[config.mk]
export PLATFORM = sky130hd
export DESIGN_NAME = irqc_top
export DESIGN_NICKNAME = d
export VERILOG_FILES = /design/src/rtl/irqc_pkg.sv /design/src/rtl/irqc_input_stage.sv /design/src/rtl/irqc_core.sv /design/src/rtl/irqc_prio_enc.sv /design/src/rtl/irqc_top.sv
export SDC_FILE = /design/constraint.sdc
export NUM_CORES = 1
export LEC_CHECK = 0
export BUFFER_PORTS_ARGS = -buffer_cell sky130_fd_sc_hd__buf_4
export CORE_MARGIN = 2
export CORE_UTILIZATION = 35
export CTS_BUF_LIST = sky130_fd_sc_hd__clkbuf_8
export CTS_CLUSTER_SIZE = 24
export DETAILED_ROUTE_END_ITERATION = 10
export PLACE_DENSITY = 0.54
export SLEW_MARGIN = 10
export SYNTH_ARGS = -nofsm -noshare
export SYNTH_HDL_FRONTEND = slang
export SYNTH_HIERARCHICAL = 1
export SYNTH_SLANG_ARGS = --single-unit
[constraint.sdc]
create_clock -name clk -period 3.2 [get_ports clk]
set_input_delay 0.64 -clock clk [delete_from_list [all_inputs] [get_ports clk]]
set_output_delay 0.64 -clock clk [all_outputs]
set_load 0.05 [all_outputs]
[src/rtl/irqc_pkg.sv]
package irqc_pkg;

    localparam int unsigned BUS_DW = 32;
    localparam int unsigned BUS_AW = 3;

    typedef enum logic [BUS_AW-1:0] {
        RSEL_STATUS  = 3'd0,
        RSEL_PENDING = 3'd1,
        RSEL_ENABLE  = 3'd2,
        RSEL_ACK     = 3'd3,
        RSEL_SETEN   = 3'd4,
        RSEL_CLREN   = 3'd5,
        RSEL_VECTOR  = 3'd6,
        RSEL_MASTER  = 3'd7
    } rsel_e;

    typedef struct packed {
        logic              ack;
        logic              set_en;
        logic              clr_en;
        logic              load_en;
        logic              load_master;
        logic [BUS_DW-1:0] data;
    } wr_cmd_t;

    function automatic wr_cmd_t decode_write(input logic we,
                                             input logic [BUS_AW-1:0] addr,
                                             input logic [BUS_DW-1:0] d);
        wr_cmd_t c;
        c             = '0;
        c.data        = d;
        c.ack         = we && (rsel_e'(addr) == RSEL_ACK);
        c.set_en      = we && (rsel_e'(addr) == RSEL_SETEN);
        c.clr_en      = we && (rsel_e'(addr) == RSEL_CLREN);
        c.load_en     = we && (rsel_e'(addr) == RSEL_ENABLE);
        c.load_master = we && (rsel_e'(addr) == RSEL_MASTER);
        return c;
    endfunction

endpackage

[src/rtl/irqc_input_stage.sv]
module irqc_input_stage #(
    parameter int unsigned NUM_IN    = 32,
    parameter logic [31:0] EDGE_MASK = 32'h0
) (
    input  logic              clk,
    input  logic              rst,
    input  logic [NUM_IN-1:0] irq_in,
    output logic [NUM_IN-1:0] req
);

    for (genvar i = 0; i < NUM_IN; i++) begin : g_in
        logic s1_q, s2_q;

        always_ff @(posedge clk) begin
            if (rst) begin
                s1_q <= 1'b0;
                s2_q <= 1'b0;
            end else begin
                s1_q <= irq_in[i];
                s2_q <= s1_q;
            end
        end

        if (EDGE_MASK[i]) begin : g_edge
            logic s3_q;
            always_ff @(posedge clk) begin
                if (rst) s3_q <= 1'b0;
                else     s3_q <= s2_q;
            end
            assign req[i] = s2_q & ~s3_q;
        end else begin : g_level
            assign req[i] = s2_q;
        end
    end

endmodule

[src/rtl/irqc_core.sv]
module irqc_core
    import irqc_pkg::*;
#(
    parameter int unsigned NUM_IN = 32
) (
    input  logic              clk,
    input  logic              rst,
    input  logic [NUM_IN-1:0] req,
    input  wr_cmd_t           cmd,
    output logic [NUM_IN-1:0] status_q,
    output logic [NUM_IN-1:0] enable_q,
    output logic [1:0]        master_q,
    output logic [NUM_IN-1:0] pending
);

    logic [NUM_IN-1:0] wmask;
    logic [NUM_IN-1:0] ack_mask;
    logic [NUM_IN-1:0] status_d;
    logic [NUM_IN-1:0] enable_d;

    assign wmask    = cmd.data[NUM_IN-1:0];
    assign ack_mask = cmd.ack ? wmask : '0;

    always_comb begin
        // a new request wins over an acknowledge in the same cycle
        status_d = (status_q & ~ack_mask) | req;
        enable_d = enable_q;
        if (cmd.load_en)     enable_d = wmask;
        else if (cmd.set_en) enable_d = enable_q | wmask;
        else if (cmd.clr_en) enable_d = enable_q & ~wmask;
    end

    always_ff @(posedge clk) begin
        if (rst) begin
            status_q <= '0;
            enable_q <= '0;
            master_q <= 2'b00;
        end else begin
            status_q <= status_d;
            enable_q <= enable_d;
            if (cmd.load_master) master_q <= cmd.data[1:0];
        end
    end

    assign pending = status_q & enable_q;

endmodule

[src/rtl/irqc_prio_enc.sv]
module irqc_prio_enc #(
    parameter int unsigned NUM_IN = 32,
    localparam int unsigned IDX_W = (NUM_IN > 1) ? $clog2(NUM_IN) : 1
) (
    input  logic [NUM_IN-1:0] pending,
    output logic              found,
    output logic [IDX_W-1:0]  idx
);

    always_comb begin
        found = 1'b0;
        idx   = '0;
        for (int i = NUM_IN - 1; i >= 0; i--) begin
            if (pending[i]) begin
                found = 1'b1;
                idx   = IDX_W'(i);
            end
        end
    end

endmodule

[src/rtl/irqc_top.sv]
module irqc_top
    import irqc_pkg::*;
#(
    parameter int unsigned NUM_IN    = 32,
    parameter logic [31:0] EDGE_MASK = 32'hFFFF_0000,
    localparam int unsigned IDX_W    = (NUM_IN > 1) ? $clog2(NUM_IN) : 1
) (
    input  logic              clk,
    input  logic              rst,
    input  logic [NUM_IN-1:0] irq_in,
    input  logic [2:0]        bus_addr,
    input  logic              bus_we,
    input  logic [31:0]       bus_wdata,
    output logic [31:0]       bus_rdata,
    output logic              irq_out
);

    wr_cmd_t           cmd;
    logic [NUM_IN-1:0] req;
    logic [NUM_IN-1:0] status_q;
    logic [NUM_IN-1:0] enable_q;
    logic [NUM_IN-1:0] pending;
    logic [1:0]        master_q;
    logic              vec_found;
    logic [IDX_W-1:0]  vec_idx;

    assign cmd = decode_write(bus_we, bus_addr, bus_wdata);

    irqc_input_stage #(.NUM_IN(NUM_IN), .EDGE_MASK(EDGE_MASK)) u_in (
        .clk    (clk),
        .rst    (rst),
        .irq_in (irq_in),
        .req    (req)
    );

    irqc_core #(.NUM_IN(NUM_IN)) u_core (
        .clk      (clk),
        .rst      (rst),
        .req      (req),
        .cmd      (cmd),
        .status_q (status_q),
        .enable_q (enable_q),
        .master_q (master_q),
        .pending  (pending)
    );

    irqc_prio_enc #(.NUM_IN(NUM_IN)) u_enc (
        .pending (pending),
        .found   (vec_found),
        .idx     (vec_idx)
    );

    logic [31:0] status_x, enable_x, pending_x, vector_x;

    always_comb begin
        status_x                = '0;
        enable_x                = '0;
        pending_x               = '0;
        vector_x                = '1;
        status_x[NUM_IN-1:0]    = status_q;
        enable_x[NUM_IN-1:0]    = enable_q;
        pending_x[NUM_IN-1:0]   = pending;
        if (vec_found) begin
            vector_x            = '0;
            vector_x[IDX_W-1:0] = vec_idx;
        end
    end

    always_comb begin
        unique case (rsel_e'(bus_addr))
            RSEL_STATUS:  bus_rdata = status_x;
            RSEL_PENDING: bus_rdata = pending_x;
            RSEL_ENABLE:  bus_rdata = enable_x;
            RSEL_VECTOR:  bus_rdata = vector_x;
            RSEL_MASTER:  bus_rdata = {30'd0, master_q};
            default:      bus_rdata = '0;
        endcase
    end

    assign irq_out = (|pending) && (master_q == 2'b11);

endmodule

==> flow_summary.ini <==
[outcome]
outcome = complete, but fails checks
violations = setup timing

[worst_setup_path]
reg2reg_depth = 3
cp_max_fo = 5
reg2reg_to = u_core/status_q[26]$_SDFF_PP0_
worst-path-stages = 10
r2r_slack_ns = 2.45
cp_data_arrival_time_ns = 2.60
required_ns = 2.56
crit_path_end_kind = output pin
crit_slowest_cell = dfxtp_2
r2r_start = u_in/g_in[26].s2_q$_SDFF_PP0_
cp_top_family = compound AO/OA/AOI/OAI gates
worstSetupPathType = register to output pin
crit_top_cell = a221oi_2
critPathLaunchType = register
cp_cell_sequence = and2_4 > nor3b_2 > nor3_2 > o31ai_2 > o2111ai_2 > a221oi_2 > nand2b_1 > a221oi_2 > o21ai_2 > buf_6
max_stage_delay_ns = 0.37
crit_buf_inv = 1

[global_routing]
grt_pass1_wl_um = 27800
busiest_layer = met2
grt_pass1_vias = 5460
grt_use_met1_pct = 23.92
met3_usage_pct = 4.593
grt_overflow = 0
met2_usage_pct = 31.54
grt_usage_pct = 19.02
grt_max_degree = 81
antenna_found_initial = 0

[timing]
max_freq_mhz = 308.2
rsz0062_at_grt = yes
fin_skew_ns = 0.009396
fin_crit_sh_pct = 101.4
finalHoldViolCount = 0
slew_headroom_pct = 61.42
tns_ns = -0.04422
tightest_slew_ns = 0.5787
worst_slack_ns = -0.04422
report.final.slew_viol_count = 0
setup_viol = 1
period_minus_slack_ns = 3.244

[cts]
cts.sinks = 146
clk_pin_slew_ns = 0.09
htreeDepth = 4
cts_tree = yes
insertion_delay_ns = 0.46
cts_root_buf = clkbuf_8
cts_buffers = 17
hold_buffers = 0
clockBufferDepth = 2

[power_and_ir_drop]
powerDensity_nw_per_um2 = 481.4
ir_drop_uv = 260.0
switching_share_pct = 28.52
p_sw_mw = 1.143
power_mw = 4.008
seqPwrFrac_pct = 48.3
p_leak_nw = 3.460
power_frac_comb_pct = 14.5
clkPwrFrac_pct = 37.2
intPower_mw = 2.865

[flow_run]
max-cap-violations = 0

[detailed_routing]
drc = 0
vias = 5567
ant_nets = 0
routedWlPerCell_um = 16.62
via_per_inst = 5.222
drt_pre_antenna_iters = 5
wirelength_um = 17710
drtIter0Drc = 331

[yosys]
synth_ff_type = dfxtp_1
synth_seq_cells = 146
synth_seq_area_share_pct = 47.22
yosysWarnings = 6
syn_nets = 796
async_flop_share_pct = 0
yosysUniqueCellTypes = 43
netlist_instances = 726
synth_edf_count = 0
avgSynthCellArea_um2 = 8.526
netlist_area_um2 = 6190

[floorplan]
pin_count = 103
core_um2 = 17300
die_y_um = 137.0
start_util_pct = 35.79
die_area_um2 = 18760
rows = 48
die_w_um = 137.0

[min_path]
min_path_cells = 2
worstHoldPathType = primary input to register
worstHoldStart = irq_in[19]
hold_end = u_in/g_in[19].s1_q$_SDFF_PP0_

[placement]
portBuffers = 102
place_ws_ns = 0.2084
hpwl_um = 11560
gp_congestion = 0.8924

[cells_and_area]
drive_gt1_share_pct = 31.87
layout_common_cells = 135 x dfxtp_1, 105 x buf_4, 100 x nand2_1, 96 x nor2b_1, 77 x nor2_1
area_growth_pct = 34.51
diodes = 0
layout_commonest_cell = dfxtp_1
finalNetCount = 898
==> cells by family after synthesis <==
family	count (synthesis)	synth area share (%)
buf+inv	66	6.448
mux	2	0.3234
flops	146	47.22
compound gates	128	14.39
simple gates	384	31.62
==> power groups by stage <==
| stage | clock [mW] | sequential (mW) | combinational, mW |
|---|---|---|---|
| after CTS | 1.54 | 1.94 | 0.530 |
| after global placement | 0 | 1.97 | 0.483 |
| final | 1.49 | 1.94 | 0.581 |
| after detailed placement | 0 | 1.98 | 0.491 |
| after global routing | 1.61 | 1.95 | 0.625 |
| after floorplan | 0 | 1.96 | 0.321 |
==> worst max path at each step <==
stage | from | endpoint
floorplan | u_core/status_q[20]$_SDFF_PP0_ | bus_rdata[4]
global placement | u_core/status_q[27]$_SDFF_PP0_ | bus_rdata[16]
detailed placement | u_core/status_q[6]$_SDFF_PP0_ | bus_rdata[6]
CTS | u_core/status_q[30]$_SDFF_PP0_ | bus_rdata[0]
global route | u_core/status_q[31]$_SDFF_PP0_ | bus_rdata[0]
finish | u_core/status_q[31]$_SDFF_PP0_ | bus_rdata[0]
==> repair_timing <==
action / CTS / global route
endpoints found under the setup margin: 32 / 32
pin swaps: 16 / 22
gates resized for setup: 70 / 98
buffers inserted: 5 / 6
cloned: 0 / 3
==> cells in the mapped netlist, types with 8 or more instances <==
cell / n / share of area (%)
inv_1: 8 / 0.49
buf_4: 19 / 2.3
nor3_1: 8 / 0.65
nand2_1: 101 / 6.1
nor2_1: 81 / 4.9
a21oi_1: 41 / 3.3
buf_2: 28 / 2.3
nand3_1: 29 / 2.3
and2_1: 35 / 3.5
a32oi_1: 33 / 4.7
nor4_1: 13 / 1.3
nor2b_1: 96 / 9.7
a22oi_1: 28 / 3.4
dfxtp_1: 146 / 47
==> metal layers <==
| layer | vias to the layer above | share of wire (%) |
|---|---|---|
| met1 | 2654 | 42 |
| met4 | 0 | 2.0 |
| li1 | 2693 | - |
| met3 | 25 | 6.7 |
| met5 | - | 0 |
| met2 | 195 | 49 |
==> final cells by class <==
cell class | instances | area (um2)
Timing Repair Buffer | 140 | 1281
Inverter | 8 | 30.03
Tap cell | 225 | 281.5
Clock buffer | 17 | 234.0
Fill cell | 1666 | 8971
Clock inverter | 15 | 170.2
Multi-Input combinational cell | 515 | 3392
Sequential cell | 146 | 2937
==> stage by stage <==
stage / util, % / area [um2] / instances / hold slack, ns
floorplan: - / 6190 / 726 / 0.4138
global placement: 41.07 / 7103 / 1020 / 0.4181
detailed placement: 41.07 / 7103 / 1020 / 0.4239
CTS: 45.07 / 7795 / 1057 / 0.3588
global route: 48.13 / 8325 / 1066 / 0.3610
finish: 48.13 / 8325 / 1066 / 0.3837
(Power assumes the default switching activity.)
